--- config.mk ---
export PLATFORM = sky130hd
export DESIGN_NAME = sclk_reset_detector
export DESIGN_NICKNAME = d
export VERILOG_FILES = /design/src/rtl/sclk_reset_detector.sv
export SDC_FILE = /design/constraint.sdc
export NUM_CORES = 1
export LEC_CHECK = 0
export BUFFER_PORTS_ARGS = -buffer_cell sky130_fd_sc_hd__buf_2
export CAP_MARGIN = 0
export CORE_UTILIZATION = 30
export CTS_CLUSTER_SIZE = 14
export DETAILED_ROUTE_END_ITERATION = 8
export PLACE_DENSITY_LB_ADDON = 0.25
export SLEW_MARGIN = 20
export SYNTH_ARGS = -nofsm -noshare
export SYNTH_HDL_FRONTEND = slang
export SYNTH_SLANG_ARGS = --single-unit
--- constraint.sdc ---
create_clock -name clk -period 2.3 [get_ports clk]
set_input_delay 0.115 -clock clk [delete_from_list [all_inputs] [get_ports clk]]
set_output_delay 0.115 -clock clk [all_outputs]
set_load 0.03 [all_outputs]
--- src/rtl/sclk_reset_detector.sv ---
`timescale 1ns/1ps
module sclk_reset_detector #(
  parameter int H1_MIN      = 300,
  parameter int H1_MAX      = 500,
  parameter int H2_MIN      = 550,
  parameter int H2_MAX      = 750,
  parameter int H3_MIN      = 1050,
  parameter int H3_MAX      = 1250,
  parameter int LOW_MIN     = 5,
  parameter int LOW_TIMEOUT = 2000
) (
  input  logic       clk,
  input  logic       rst_n,
  input  logic       cs_n,
  input  logic       sclk_in,
  output logic       rst_req,
  output logic [3:0] dbg_state
);
  localparam int LONGEST = (H3_MAX > LOW_TIMEOUT) ? H3_MAX : LOW_TIMEOUT;
  localparam int CNT_MAX = LONGEST + 1;
  localparam int CNT_W   = $clog2(CNT_MAX + 1);
  localparam logic [CNT_W-1:0] CNT_TOP = CNT_W'(CNT_MAX);

  typedef enum logic [1:0] {ST_IDLE = 2'd0, ST_ONE = 2'd1, ST_TWO = 2'd2} stage_t;

  logic [1:0]       sclk_sync, cs_sync;
  logic             sclk_d;
  logic [CNT_W-1:0] cnt;
  stage_t           stage, stage_nx;
  logic             req_nx;

  wire sclk_s = sclk_sync[1];
  wire rise   = sclk_s & ~sclk_d;
  wire fall   = ~sclk_s & sclk_d;
  wire low_on = ~sclk_s & ~sclk_d;

  function automatic logic in_win(input logic [CNT_W-1:0] w, input int lo, input int hi);
    return (int'(w) >= lo) && (int'(w) <= hi);
  endfunction

  wire w1 = in_win(cnt, H1_MIN, H1_MAX);
  wire w2 = in_win(cnt, H2_MIN, H2_MAX);
  wire w3 = in_win(cnt, H3_MIN, H3_MAX);

  always_ff @(posedge clk or negedge rst_n) begin
    if (!rst_n) begin
      sclk_sync <= 2'b00;
      cs_sync   <= 2'b11;
      sclk_d    <= 1'b0;
    end else begin
      sclk_sync <= {sclk_sync[0], sclk_in};
      cs_sync   <= {cs_sync[0], cs_n};
      sclk_d    <= sclk_s;
    end
  end

  always_ff @(posedge clk or negedge rst_n) begin
    if (!rst_n)
      cnt <= '0;
    else if (rise || fall)
      cnt <= CNT_W'(1);
    else if (cnt != CNT_TOP)
      cnt <= cnt + 1'b1;
  end

  always_comb begin
    stage_nx = stage;
    req_nx   = 1'b0;
    if (rise) begin
      if (stage != ST_IDLE && int'(cnt) < LOW_MIN)
        stage_nx = ST_IDLE;
    end else if (fall) begin
      case (stage)
        ST_ONE:  stage_nx = w2 ? ST_TWO : (w1 ? ST_ONE : ST_IDLE);
        ST_TWO: begin
          if (w3) begin
            req_nx   = 1'b1;
            stage_nx = ST_IDLE;
          end else begin
            stage_nx = w1 ? ST_ONE : ST_IDLE;
          end
        end
        default: stage_nx = w1 ? ST_ONE : ST_IDLE;
      endcase
    end else if (low_on && stage != ST_IDLE && int'(cnt) >= LOW_TIMEOUT) begin
      stage_nx = ST_IDLE;
    end
  end

  always_ff @(posedge clk or negedge rst_n) begin
    if (!rst_n) begin
      stage   <= ST_IDLE;
      rst_req <= 1'b0;
    end else begin
      stage   <= stage_nx;
      rst_req <= req_nx;
    end
  end

  assign dbg_state = {~cs_sync[1], sclk_s, stage};
endmodule

==> flow_summary.html, run 1 <==
<table>
<tr><th>Metric</th><th>Value</th></tr>
<tr><th colspan="2">Drt</th></tr>
<tr><td>Initial drt markers</td><td>19</td></tr>
<tr><td>1st-pass router iterations</td><td>4</td></tr>
<tr><td>Number of design rule violations left after detail routing</td><td>0</td></tr>
<tr><td>Via count normalized by instance count</td><td>4.74</td></tr>
<tr><td>Avg WL per Cell</td><td>11.8 um</td></tr>
<tr><td>Routed via count</td><td>811</td></tr>
<tr><td>Aggregate routed wire length</td><td>2.02 mm</td></tr>
<tr><td>Remaining antenna violation count after routing</td><td>0</td></tr>
<tr><th colspan="2">Setup path</th></tr>
<tr><td>Kind of critical path</td><td>reg -&gt; reg</td></tr>
<tr><td>Kind of launch point of the worst setup path</td><td>flip-flop</td></tr>
<tr><td>Worst path required time</td><td>2.44 ns</td></tr>
<tr><td>Reg-to-reg slack, setup</td><td>0.53 ns</td></tr>
<tr><td>Data arrival time of the critical path</td><td>1.91 ns</td></tr>
<tr><td>Category of the worst setup path capture point</td><td>flip-flop</td></tr>
<tr><td>Maximum fanout along the worst path</td><td>11</td></tr>
<tr><th colspan="2">Placed design</th></tr>
<tr><td>Half-perimeter wire length of the detailed placement result</td><td>1.47 mm</td></tr>
<tr><td>Final Wtd Congestion</td><td>0.825</td></tr>
<tr><td>Number of input and output port buffers inserted</td><td>8</td></tr>
<tr><td>DP Worst Slack</td><td>0.528 ns</td></tr>
<tr><td>Area of placed instances</td><td>1180 um^2</td></tr>
<tr><td>Number of placed instances, taps included</td><td>164</td></tr>
<tr><th colspan="2">Timing</th></tr>
<tr><td>Worst rel slew slack</td><td>71.1%</td></tr>
<tr><td>Setup repair after global routing missed its margin</td><td>false</td></tr>
<tr><td>Final critical path time including I/O delays and setup</td><td>1.77 ns</td></tr>
<tr><td>Final Worst Setup Slack</td><td>0.530 ns</td></tr>
<tr><td>Achievable Freq</td><td>565 MHz</td></tr>
<tr><td>Total of endpoints with negative setup slack in the final report</td><td>0</td></tr>
<tr><td>Final max-slew violation count</td><td>0</td></tr>
<tr><td>Pin slew with the least headroom to its limit</td><td>0.433 ns</td></tr>
<tr><td>Final Hold Vio Count</td><td>0</td></tr>
<tr><td>Setup skew after layout</td><td>0.00165 ns</td></tr>
<tr><td>Final cycle utilization of the critical path</td><td>77.0%</td></tr>
<tr><td>Sum of negative setup slack</td><td>0 ns</td></tr>
<tr><th colspan="2">Cells and area</th></tr>
<tr><td>Antenna diode instance count</td><td>0</td></tr>
<tr><td>Highest-count cells in the layout ignoring fill and taps</td><td>17 x nor2_1, 17 x dfrtp_1, 9 x ha_1</td></tr>
<tr><td>Count of non-filler cells in the finished layout</td><td>171</td></tr>
<tr><td>Ratio of cells with drive above 1 in the final layout</td><td>13.0%</td></tr>
<tr><td>Area taken by flip-flops and latches</td><td>478 um^2</td></tr>
<tr><td>Utilization after layout</td><td>34.4%</td></tr>
<tr><td>Area grow syn2layout</td><td>10.3%</td></tr>
<tr><td>Multi-input logic area</td><td>577 um^2</td></tr>
<tr><td>Area of all placed cells without fillers</td><td>1260 um^2</td></tr>
<tr><td>NumNets Final</td><td>137</td></tr>
<tr><td>Number of fill cells</td><td>365</td></tr>
<tr><th colspan="2">Synth</th></tr>
<tr><td>Top post-synthesis cells by area</td><td>dfrtp_1 37%, ha_1 9.9%, nor2_1 5.6%</td></tr>
<tr><td>Area share of the largest cell type after synthesis</td><td>37.2%</td></tr>
<tr><td>Sequential fraction of the synthesis area</td><td>41.8%</td></tr>
<tr><td>Instance count of the mapped netlist</td><td>118</td></tr>
<tr><td>Post-synthesis instance area</td><td>1140 um^2</td></tr>
<tr><td>Synthesis Warnings</td><td>0</td></tr>
<tr><td>Mean cell area of the mapped netlist</td><td>9.68 um^2</td></tr>
<tr><td>FF+latch count, synth</td><td>19</td></tr>
<tr><td>Distinct cell type count of the synthesized netlist</td><td>37</td></tr>
<tr><td>Mapped Nets</td><td>131</td></tr>
<tr><td>Cell taking the most area after synthesis</td><td>dfrtp_1</td></tr>
<tr><th colspan="2">Global routing</th></tr>
<tr><td>First-pass GRT wire length</td><td>3.64 mm</td></tr>
<tr><td>Pin count of the biggest net entering global routing</td><td>20</td></tr>
<tr><td>Vias in the first global route</td><td>817</td></tr>
<tr><td>Antenna violations before repair</td><td>0</td></tr>
<tr><td>GR Overflow Total</td><td>0</td></tr>
<tr><td>Overall global routing resource usage</td><td>11.8%</td></tr>
<tr><th colspan="2">Pwr</th></tr>
<tr><td>Maximum vdd ir drop</td><td>0.240 mV</td></tr>
<tr><td>Proportion of power drawn by flip-flops and latches</td><td>54.8%</td></tr>
<tr><td>Part of the total power dissipated in combinational logic</td><td>13.5%</td></tr>
<tr><td>Switching share of power</td><td>25.9%</td></tr>
<tr><td>Internal power</td><td>523 uW</td></tr>
<tr><td>Clock network power share</td><td>31.7%</td></tr>
<tr><td>LEAKAGE</td><td>0.552 nW</td></tr>
<tr><td>Areal power density over the cells</td><td>561 nW/um^2</td></tr>
<tr><td>Net Switching</td><td>183 uW</td></tr>
<tr><th colspan="2">Floorplanning</th></tr>
<tr><td>Number of top-level design ports</td><td>9</td></tr>
<tr><td>Std-Cell Rows</td><td>22</td></tr>
<tr><td>Initial core utilization</td><td>31.2%</td></tr>
<tr><td>Die boundary width</td><td>63.7 um</td></tr>
<tr><td>Die footprint</td><td>4060 um^2</td></tr>
<tr><td>CORE AREA</td><td>3660 um^2</td></tr>
<tr><td>Die Y</td><td>63.7 um</td></tr>
<tr><th colspan="2">Outcome</th></tr>
<tr><td>Result of the run</td><td>finished clean</td></tr>
<tr><th colspan="2">Clocking</th></tr>
<tr><td>Clock tree from TritonCTS</td><td>done</td></tr>
<tr><td>Clock transition at the registers of the reported paths</td><td>0.07 ns</td></tr>
<tr><td>Maximum buffer depth of the clock tree</td><td>2</td></tr>
<tr><td>Number of CTS-inserted buffers</td><td>3</td></tr>
<tr><td>CTS Root Cell</td><td>clkbuf_8</td></tr>
<tr><td>CTS resizes</td><td>0</td></tr>
<tr><td>Clock latency reported for the late side of the worst-skew pair</td><td>0.25 ns</td></tr>
<tr><td>H-tree level count</td><td>1</td></tr>
<tr><td>Clock sink count</td><td>19</td></tr>
<tr><th colspan="2">Run</th></tr>
<tr><td>Count of max-cap constraint violations</td><td>0</td></tr>
<tr><th colspan="2">Worst hold path</th></tr>
<tr><td>Class of the worst hold path</td><td>in -&gt; async</td></tr>
</table>
-- Yosys cell counts (all sizes together) --
cell type and n:
dfrtp 17, nor2 17, ha 9, inv 8
nand3 8, clkbuf 6, xor2 6, nand2 5
a21oi 4, buf 4, nand4 3, a211o 2
dfstp 2, nand2b 2, nand3b 2, nor3b 2
nor4 2, nor4b 2, xnor2 2, a2111oi 1
a21o 1, a221o 1, a22o 1, a32o 1
and4 1, mux2i 1, nor2b 1, o2111ai 1
o211ai 1, o21a 1, o21ai 1, o21bai 1
o32ai 1, or3 1
-- registers in the layout (all words and copies together) (netlist names) --
| name | cells |
|---|---|
| sclk_sync | 2 |
| rst_req | 1 |
| cnt | 11 |
| sclk_d | 1 |
| cs_sync | 2 |
| stage | 2 |
-- worst paths after layout --
path | cells past startpoint | startpoint | to
max | 5 | cnt[2]$_DFFE_PN0P_ | stage[0]$_DFFE_PN0P_
min | 2 | rst_n | cnt[0]$_DFFE_PN0P_
max reg2reg | 5 | cnt[2]$_DFFE_PN0P_ | stage[0]$_DFFE_PN0P_
min reg2reg | 0 | sclk_sync[0]$_DFF_PN0_ | sclk_sync[1]$_DFF_PN0_
max in group asynchronous | 2 | rst_n | cs_sync[0]$_DFF_PN1_
min in group clk | 0 | sclk_sync[0]$_DFF_PN0_ | sclk_sync[1]$_DFF_PN0_
-- cells by family after synthesis --
family          synth area share (%)
compound gates                  12.9
xor+xnor                        6.13
buf+inv                         7.67
fa+ha+maj                       9.86
mux                            0.876
flops                           41.8
simple gates                    20.7
-- power groups by stage --
| stage | registers (mW) | logic [mW] | clock network [mW] |
|---|---|---|---|
| after global placement | 0.392 | 0.0917 | 0 |
| after detailed placement | 0.393 | 0.0936 | 0 |
| after global routing | 0.391 | 0.108 | 0.252 |
| final | 0.387 | 0.0951 | 0.224 |
| after CTS | 0.387 | 0.0974 | 0.237 |
| after floorplan | 0.376 | 0.0897 | 0 |
-- critical path: stages, from the launching register on --
cell and delay (ns):
dfrtp_1 0.50, and4_2 0.32, o21bai_1 0.12, nand4_1 0.14, a221o_1 0.32, a32o_1 0.26
-- layout make-up --
class | instances | share of cell area (%)
multi-input cells | 81 | 45.8
inverters | 8 | 2.38
clock buffers | 4 | 3.57
flip-flops and latches | 19 | 37.9
well taps | 48 | 4.77
repair buffers | 11 | 5.56
-- stage by stage --
| step | power (mW) | hold WS, ns |
|---|---|---|
| 3_5_place_dp | 0.486 | 0.0845 |
| 4_1_cts | 0.721 | 0.349 |
| 6_report | 0.707 | 0.331 |
| 2_1_floorplan | 0.466 | -0.181 |
| 3_3_place_gp | 0.484 | 0.0849 |
| 5_1_grt | 0.751 | 0.361 |
-- per-layer routing --
| layer | vias to the layer above | part of all wire (%) | track usage [%] |
|---|---|---|---|
| met1 | 375 | 49 | 15.3 |
| met3 | 6 | 4.2 | 3.80 |
| li1 | 411 | - | - |
| met2 | 19 | 44 | 18.4 |
| met5 | - | 0 | 0 |
| met4 | 0 | 2.0 | 3.98 |
-- repair_timing --
action | 4_1_cts | 5_1_grt
buffers inserted | 0 | 0
hold buffers | 3 | 0
hold endpoints to repair | 19 | 0
Power figures use the tool's default switching activity.
==> run 2, diff against run 1 <==
clock period = 1.5 ns   (was 2.3 ns; I/O delays follow)
==> flow_summary.html, run 2 (synthesis results as in run 1) <==
<table>
<tr><th>Metric</th><th>Value</th></tr>
<tr><th colspan="2">Outcome</th></tr>
<tr><td>Result of the run</td><td>finished with violations</td></tr>
<tr><td>Violations in the final reports</td><td>setup timing</td></tr>
<tr><th colspan="2">Placed design</th></tr>
<tr><td>DP Worst Slack</td><td>-0.186 ns</td></tr>
<tr><td>Number of input and output port buffers inserted</td><td>8</td></tr>
<tr><td>Number of placed instances, taps included</td><td>184</td></tr>
<tr><td>Half-perimeter wire length of the detailed placement result</td><td>1.72 mm</td></tr>
<tr><td>Area of placed instances</td><td>1340 um^2</td></tr>
<tr><td>Final Wtd Congestion</td><td>0.825</td></tr>
<tr><th colspan="2">Run</th></tr>
<tr><td>Count of max-cap constraint violations</td><td>0</td></tr>
<tr><th colspan="2">Pwr</th></tr>
<tr><td>Areal power density over the cells</td><td>803 nW/um^2</td></tr>
<tr><td>Part of the total power dissipated in combinational logic</td><td>21.6%</td></tr>
<tr><td>Internal power</td><td>869 uW</td></tr>
<tr><td>Proportion of power drawn by flip-flops and latches</td><td>47.1%</td></tr>
<tr><td>LEAKAGE</td><td>0.665 nW</td></tr>
<tr><td>Clock network power share</td><td>31.3%</td></tr>
<tr><td>Switching share of power</td><td>29.3%</td></tr>
<tr><td>Net Switching</td><td>361 uW</td></tr>
<tr><td>Maximum vdd ir drop</td><td>0.419 mV</td></tr>
<tr><td>Overall Power</td><td>1.23 mW</td></tr>
<tr><th colspan="2">Setup path</th></tr>
<tr><td>Worst path required time</td><td>1.66 ns</td></tr>
<tr><td>Worst r2r dst</td><td>stage[0]$_DFFE_PN0P_</td></tr>
<tr><td>Kind of critical path</td><td>reg -&gt; reg</td></tr>
<tr><td>Category of the worst setup path capture point</td><td>flip-flop</td></tr>
<tr><td>Reg-to-reg slack, setup</td><td>-0.13 ns</td></tr>
<tr><td>Cell count of the worst reg-to-reg path</td><td>4</td></tr>
<tr><td>Slowest library cell on the worst path</td><td>dfrtp_2</td></tr>
<tr><td>Worst-path cell chain</td><td>a2111oi_4 &gt; o2111ai_2 &gt; a221o_1 &gt; a32o_1</td></tr>
<tr><td>Kind of launch point of the worst setup path</td><td>flip-flop</td></tr>
<tr><td>Data arrival time of the critical path</td><td>1.79 ns</td></tr>
<tr><td>Launch instance of the worst register-to-register path</td><td>cnt[0]$_DFFE_PN0P_</td></tr>
<tr><td>Crit-path max cell delay</td><td>0.45 ns</td></tr>
<tr><td>Maximum fanout along the worst path</td><td>4</td></tr>
<tr><th colspan="2">Clocking</th></tr>
<tr><td>Clock latency reported for the late side of the worst-skew pair</td><td>0.27 ns</td></tr>
<tr><td>Number of CTS-inserted buffers</td><td>3</td></tr>
<tr><td>Clock sink count</td><td>19</td></tr>
<tr><td>CTS Root Cell</td><td>clkbuf_8</td></tr>
<tr><td>Maximum buffer depth of the clock tree</td><td>2</td></tr>
<tr><td>H-tree level count</td><td>1</td></tr>
<tr><td>Clock tree from TritonCTS</td><td>done</td></tr>
<tr><td>Clock transition at the registers of the reported paths</td><td>0.08 ns</td></tr>
<tr><th colspan="2">Floorplanning</th></tr>
<tr><td>Std-Cell Rows</td><td>22</td></tr>
<tr><td>Die footprint</td><td>4060 um^2</td></tr>
<tr><td>Die boundary width</td><td>63.7 um</td></tr>
<tr><td>CORE AREA</td><td>3660 um^2</td></tr>
<tr><td>Initial core utilization</td><td>31.2%</td></tr>
<tr><td>Die Y</td><td>63.7 um</td></tr>
<tr><td>Number of top-level design ports</td><td>9</td></tr>
<tr><th colspan="2">Cells and area</th></tr>
<tr><td>NumNets Final</td><td>159</td></tr>
<tr><td>Ratio of cells with drive above 1 in the final layout</td><td>41.4%</td></tr>
<tr><td>Highest-count cells in the layout ignoring fill and taps</td><td>21 x buf_4, 14 x nor2_1, 9 x dfrtp_1, 8 x dfrtp_2, 8 x buf_2</td></tr>
<tr><td>Flip-flop count of the largest register after layout</td><td>11</td></tr>
<tr><td>Count of non-filler cells in the finished layout</td><td>193</td></tr>
<tr><td>Antenna diode instance count</td><td>0</td></tr>
<tr><td>Area of all placed cells without fillers</td><td>1530 um^2</td></tr>
<tr><td>Register with the most flip-flops</td><td>cnt</td></tr>
<tr><td>Area grow syn2layout</td><td>34.1%</td></tr>
<tr><td>Number of fill cells</td><td>355</td></tr>
<tr><td>Utilization after layout</td><td>41.8%</td></tr>
<tr><td>Most common library cell in the layout ignoring fill and taps</td><td>buf_4</td></tr>
<tr><th colspan="2">Global routing</th></tr>
<tr><td>Overall global routing resource usage</td><td>12.5%</td></tr>
<tr><td>GR Overflow Total</td><td>0</td></tr>
<tr><td>Vias in the first global route</td><td>858</td></tr>
<tr><td>Antenna violations before repair</td><td>0</td></tr>
<tr><td>Pin count of the biggest net entering global routing</td><td>20</td></tr>
<tr><td>First-pass GRT wire length</td><td>3.93 mm</td></tr>
<tr><th colspan="2">Timing</th></tr>
<tr><td>Setup repair after global routing missed its margin</td><td>true</td></tr>
<tr><td>Setup skew after layout</td><td>0.00676 ns</td></tr>
<tr><td>Final cycle utilization of the critical path</td><td>109%</td></tr>
<tr><td>Worst rel slew slack</td><td>70.6%</td></tr>
<tr><td>Sum of negative setup slack</td><td>-0.215 ns</td></tr>
<tr><td>Final max-slew violation count</td><td>0</td></tr>
<tr><td>Achievable Freq</td><td>614 MHz</td></tr>
<tr><td>Final Hold Vio Count</td><td>0</td></tr>
<tr><td>Final critical path time including I/O delays and setup</td><td>1.63 ns</td></tr>
<tr><td>Pin slew with the least headroom to its limit</td><td>0.441 ns</td></tr>
<tr><td>Total of endpoints with negative setup slack in the final report</td><td>2</td></tr>
<tr><td>Final Worst Setup Slack</td><td>-0.129 ns</td></tr>
<tr><td>Final-layout worst hold slack</td><td>0.279 ns</td></tr>
<tr><th colspan="2">Worst hold path</th></tr>
<tr><td>Class of the worst hold path</td><td>in -&gt; async</td></tr>
<tr><th colspan="2">Drt</th></tr>
<tr><td>Aggregate routed wire length</td><td>2.42 mm</td></tr>
<tr><td>Number of design rule violations left after detail routing</td><td>0</td></tr>
<tr><td>1st-pass router iterations</td><td>4</td></tr>
<tr><td>Initial drt markers</td><td>18</td></tr>
<tr><td>Via count normalized by instance count</td><td>4.67</td></tr>
<tr><td>Routed via count</td><td>902</td></tr>
<tr><td>Remaining antenna violation count after routing</td><td>0</td></tr>
<tr><td>Avg WL per Cell</td><td>12.5 um</td></tr>
</table>
[run 2: repair_timing]
item	CTS	global route
hold endpoints to repair	19	0
resized for setup	9	12
hold buffers	3	0
pin swaps	11	12
buffers inserted	1	1
setup endpoints to repair	6	8
[run 2: power groups by stage]
| stage | Clock [mW] | Sequential (mW) | Combinational [mW] |
|---|---|---|---|
| global route | 0.412 | 0.584 | 0.289 |
| global placement | 0 | 0.585 | 0.196 |
| finish | 0.385 | 0.579 | 0.266 |
| floorplan | 0 | 0.579 | 0.134 |
| CTS | 0.396 | 0.578 | 0.235 |
| detailed placement | 0 | 0.587 | 0.197 |
[run 2: area by class of cell]
cell class	instances	area, um^2	share of cell area, %
clock inverters	1	7.51	0.490
multi-input cells	81	657	42.9
flip-flops and latches	19	488	31.9
repair buffers	33	248	16.2
inverters	8	30.0	1.96
well taps	48	60.1	3.92
clock buffers	3	41.3	2.70
[run 2: critical path, delay by kind of cell (launching register included)]
family / cells / cell delay [ns]
flip-flops: 1 / 0.45
AO/OA/AOI/OAI: 4 / 1.09
[run 2: how the worst max path moves through the flow]
stage | start | to | cells past startpoint
5_1_grt | cnt[0]$_DFFE_PN0P_ | stage[0]$_DFFE_PN0P_ | 4
3_5_place_dp | cnt[3]$_DFFE_PN0P_ | stage[0]$_DFFE_PN0P_ | 5
4_1_cts | cnt[0]$_DFFE_PN0P_ | stage[0]$_DFFE_PN0P_ | 4
2_1_floorplan | cnt[1]$_DFFE_PN0P_ | stage[0]$_DFFE_PN0P_ | 4
6_report | cnt[0]$_DFFE_PN0P_ | stage[0]$_DFFE_PN0P_ | 4
3_3_place_gp | cnt[3]$_DFFE_PN0P_ | stage[0]$_DFFE_PN0P_ | 5
[run 2: metal layers]
layer	routed length, um	track usage, %
met4	34	5.97
met5	0	0
met3	49	1.63
met1	1220	16.1
met2	1110	20.6
==> run 3, diff against run 2 <==
ABC_AREA = 1   (was default)
CORE_MARGIN = 1   (was default)
==> flow_summary.html, run 3 <==
<table>
<tr><th>Metric</th><th>Value</th></tr>
<tr><th colspan="2">Outcome</th></tr>
<tr><td>Result of the run</td><td>finished clean</td></tr>
<tr><th colspan="2">Timing</th></tr>
<tr><td>Sum of negative setup slack</td><td>0 ns</td></tr>
<tr><td>Final Worst Setup Slack</td><td>0.137 ns</td></tr>
<tr><td>Pin slew with the least headroom to its limit</td><td>0.454 ns</td></tr>
<tr><td>Setup skew after layout</td><td>0.00494 ns</td></tr>
<tr><td>Total of endpoints with negative setup slack in the final report</td><td>0</td></tr>
<tr><td>Final cycle utilization of the critical path</td><td>90.9%</td></tr>
<tr><td>Final max-slew violation count</td><td>0</td></tr>
<tr><td>Final critical path time including I/O delays and setup</td><td>1.36 ns</td></tr>
<tr><td>Worst rel slew slack</td><td>69.7%</td></tr>
<tr><td>Final Hold Vio Count</td><td>0</td></tr>
<tr><td>Achievable Freq</td><td>733 MHz</td></tr>
<tr><th colspan="2">Pwr</th></tr>
<tr><td>Areal power density over the cells</td><td>730 nW/um^2</td></tr>
<tr><td>Maximum vdd ir drop</td><td>0.256 mV</td></tr>
<tr><td>Switching share of power</td><td>29.6%</td></tr>
<tr><td>Part of the total power dissipated in combinational logic</td><td>16.5%</td></tr>
<tr><td>Proportion of power drawn by flip-flops and latches</td><td>50.9%</td></tr>
<tr><td>Clock network power share</td><td>32.6%</td></tr>
<tr><td>LEAKAGE</td><td>0.708 nW</td></tr>
<tr><td>Internal power</td><td>793 uW</td></tr>
<tr><td>Net Switching</td><td>334 uW</td></tr>
<tr><th colspan="2">Synth</th></tr>
<tr><td>Cell with the most instances after synthesis</td><td>nand2_1</td></tr>
<tr><td>Instance count of the mapped netlist</td><td>169</td></tr>
<tr><td>Fraction of registers with async set or reset after synthesis</td><td>100%</td></tr>
<tr><td>Top post-synthesis cells by area</td><td>dfrtp_1 33%, nand2_1 10%, ha_1 8.9%</td></tr>
<tr><td>Synthesis Warnings</td><td>0</td></tr>
<tr><td>FF+latch count, synth</td><td>19</td></tr>
<tr><td>Mean cell area of the mapped netlist</td><td>7.52 um^2</td></tr>
<tr><td>Area share of the largest cell type after synthesis</td><td>33.5%</td></tr>
<tr><td>Cell taking the most area after synthesis</td><td>dfrtp_1</td></tr>
<tr><td>Distinct cell type count of the synthesized netlist</td><td>30</td></tr>
<tr><td>Sequential fraction of the synthesis area</td><td>37.6%</td></tr>
<tr><td>Synth top cells by count</td><td>35 x nand2_1, 24 x inv_1, 20 x nor2_1</td></tr>
<tr><td>Mapped Nets</td><td>182</td></tr>
<tr><td>Post-synthesis instance area</td><td>1270 um^2</td></tr>
<tr><td>Prevailing post-synth register cell</td><td>dfrtp_1</td></tr>
<tr><td>Number of flops mapped to enable cells by yosys</td><td>0</td></tr>
<tr><th colspan="2">Cells and area</th></tr>
<tr><td>Area of all placed cells without fillers</td><td>1540 um^2</td></tr>
<tr><td>Number of fill cells</td><td>420</td></tr>
<tr><td>Register with the most flip-flops</td><td>cnt</td></tr>
<tr><td>Antenna diode instance count</td><td>0</td></tr>
<tr><td>Area grow syn2layout</td><td>21.5%</td></tr>
<tr><td>Count of non-filler cells in the finished layout</td><td>243</td></tr>
<tr><td>Most common library cell in the layout ignoring fill and taps</td><td>nand2_1</td></tr>
<tr><td>NumNets Final</td><td>207</td></tr>
<tr><td>Ratio of cells with drive above 1 in the final layout</td><td>29.5%</td></tr>
<tr><td>Utilization after layout</td><td>38.3%</td></tr>
<tr><td>Flip-flop count of the largest register after layout</td><td>11</td></tr>
<tr><td>Highest-count cells in the layout ignoring fill and taps</td><td>35 x nand2_1, 21 x inv_1, 20 x nor2_1, 12 x buf_4, 10 x dfrtp_1</td></tr>
<tr><th colspan="2">Clocking</th></tr>
<tr><td>Clock latency reported for the late side of the worst-skew pair</td><td>0.26 ns</td></tr>
<tr><td>H-tree level count</td><td>1</td></tr>
<tr><td>Clock tree from TritonCTS</td><td>done</td></tr>
<tr><td>Number of CTS-inserted buffers</td><td>3</td></tr>
<tr><td>Clock sink count</td><td>19</td></tr>
<tr><td>CTS Root Cell</td><td>clkbuf_8</td></tr>
<tr><td>Maximum buffer depth of the clock tree</td><td>2</td></tr>
<tr><td>Clock transition at the registers of the reported paths</td><td>0.08 ns</td></tr>
<tr><th colspan="2">Setup path</th></tr>
<tr><td>Cell count of the worst reg-to-reg path</td><td>7</td></tr>
<tr><td>Category of the worst setup path capture point</td><td>flip-flop</td></tr>
<tr><td>Data arrival time of the critical path</td><td>1.52 ns</td></tr>
<tr><td>Worst path required time</td><td>1.65 ns</td></tr>
<tr><td>Kind of launch point of the worst setup path</td><td>flip-flop</td></tr>
<tr><td>Reg-to-reg slack, setup</td><td>0.14 ns</td></tr>
<tr><td>Launch instance of the worst register-to-register path</td><td>cnt[1]$_DFFE_PN0P_</td></tr>
<tr><td>Maximum fanout along the worst path</td><td>6</td></tr>
<tr><td>Kind of critical path</td><td>reg -&gt; reg</td></tr>
<tr><td>Worst r2r dst</td><td>cnt[2]$_DFFE_PN0P_</td></tr>
<tr><th colspan="2">Drt</th></tr>
<tr><td>Initial drt markers</td><td>61</td></tr>
<tr><td>Number of design rule violations left after detail routing</td><td>0</td></tr>
<tr><td>Via count normalized by instance count</td><td>4.68</td></tr>
<tr><td>Avg WL per Cell</td><td>12.1 um</td></tr>
<tr><td>Routed via count</td><td>1137</td></tr>
<tr><td>1st-pass router iterations</td><td>4</td></tr>
<tr><td>Aggregate routed wire length</td><td>2.95 mm</td></tr>
<tr><td>Remaining antenna violation count after routing</td><td>0</td></tr>
<tr><th colspan="2">Global routing</th></tr>
<tr><td>GR Overflow Total</td><td>0</td></tr>
<tr><td>Overall global routing resource usage</td><td>14.4%</td></tr>
<tr><td>Antenna violations before repair</td><td>0</td></tr>
<tr><td>First-pass GRT wire length</td><td>4.81 mm</td></tr>
<tr><td>Vias in the first global route</td><td>1089</td></tr>
<tr><td>Pin count of the biggest net entering global routing</td><td>20</td></tr>
<tr><th colspan="2">Placed design</th></tr>
<tr><td>DP Worst Slack</td><td>0.0483 ns</td></tr>
<tr><td>Number of input and output port buffers inserted</td><td>8</td></tr>
<tr><td>Half-perimeter wire length of the detailed placement result</td><td>2.18 mm</td></tr>
<tr><td>Number of placed instances, taps included</td><td>228</td></tr>
<tr><td>Area of placed instances</td><td>1380 um^2</td></tr>
<tr><td>Final Wtd Congestion</td><td>0.866</td></tr>
<tr><th colspan="2">Floorplanning</th></tr>
<tr><td>CORE AREA</td><td>4030 um^2</td></tr>
<tr><td>Die footprint</td><td>4500 um^2</td></tr>
<tr><td>Number of top-level design ports</td><td>9</td></tr>
<tr><td>Die boundary width</td><td>67.1 um</td></tr>
<tr><td>Initial core utilization</td><td>31.6%</td></tr>
<tr><td>Std-Cell Rows</td><td>23</td></tr>
<tr><td>Die Y</td><td>67.1 um</td></tr>
<tr><th colspan="2">Run</th></tr>
<tr><td>Count of max-cap constraint violations</td><td>0</td></tr>
<tr><th colspan="2">Worst hold path</th></tr>
<tr><td>Class of the worst hold path</td><td>in -&gt; async</td></tr>
</table>
run 3: cell types whose count changed in the layout (fill, tap and decap cells not counted), moves of 4 or more:
cell	change
inv_2	+4
nor2_1	+6
nor3_1	+5
nand2_1	+30
nand2_2	+4
buf_4	-9
xor2_1	-5
inv_1	+14
o21ai_0	+4
run 3: metrics by stage:
step	total power, mW	hold WS, ns
after floorplan	0.693	-0.221
after global placement	0.753	0.0551
after detailed placement	0.752	0.0541
after CTS	1.14	0.301
after global routing	1.19	0.333
final	1.13	0.290
run 3: cells by family (layout without fill, tap and decap cells):
kind of cell / Yosys count / in the layout / share of synthesized area [%]
AO/OA/AOI/OAI: 21 / 21 / 10.1
AND/OR/NAND/NOR: 87 / 87 / 32.1
adder cells (fa/ha/maj): 9 / 9 / 8.86
XOR/XNOR: 1 / 1 / 0.689
buffers and inverters: 32 / 56 / 10.6
flip-flops: 19 / 19 / 37.6
run 3: power groups by stage:
stage / logic [mW] / clock network (mW) / registers [mW]
2_1_floorplan: 0.120 / 0 / 0.573
3_3_place_gp: 0.174 / 0 / 0.579
3_5_place_dp: 0.173 / 0 / 0.579
4_1_cts: 0.180 / 0.387 / 0.569
5_1_grt: 0.211 / 0.401 / 0.577
6_report: 0.186 / 0.367 / 0.573
run 3: worst max-delay path by stage:
stage	from	end	slack, ns	cells after the start
final	cnt[1]$_DFFE_PN0P_	cnt[2]$_DFFE_PN0P_	0.14	7
after global routing	cnt[7]$_DFFE_PN0P_	stage[0]$_DFFE_PN0P_	-0.01	10
after CTS	cnt[1]$_DFFE_PN0P_	cnt[2]$_DFFE_PN0P_	0.03	7
after detailed placement	cnt[1]$_DFFE_PN0P_	cnt[2]$_DFFE_PN0P_	0.05	7
after global placement	cnt[1]$_DFFE_PN0P_	cnt[2]$_DFFE_PN0P_	0.02	7
after floorplan	stage[0]$_DFFE_PN0P_	stage[1]$_DFFE_PN0P_	0.02	8
run 3: worst max-delay path, cell delays in order (launching register included):
cell and delay (ns):
dfrtp_2 0.45, inv_2 0.11, ha_1 0.19, nand3_1 0.10, nor3_2 0.20, o21ai_1 0.08
o211ai_1 0.08, inv_1 0.05
run 3: what timing repair did:
action	4_1_cts	5_1_grt
endpoints found under the hold margin	19	0
setup buffers	0	8
gates resized for setup	0	14
endpoints found under the setup margin	0	5
hold buffers	3	0
run 3: per-layer routing:
metal	track usage [%]	share of wire, %
met3	2.05	2.7
met4	5.59	0.85
met2	24.0	47
met1	18.5	50
met5	0	0
run 3: cell type report:
type,instances,area (um^2),area share (%)
Clock inverter,1,5.00,0.324
Sequential cell,19,487,31.5
Timing Repair Buffer,24,165,10.7
Clock buffer,3,41.3,2.67
Inverter,28,108,6.97
Tap cell,50,62.6,4.05
Multi-Input combinational cell,118,676,43.8
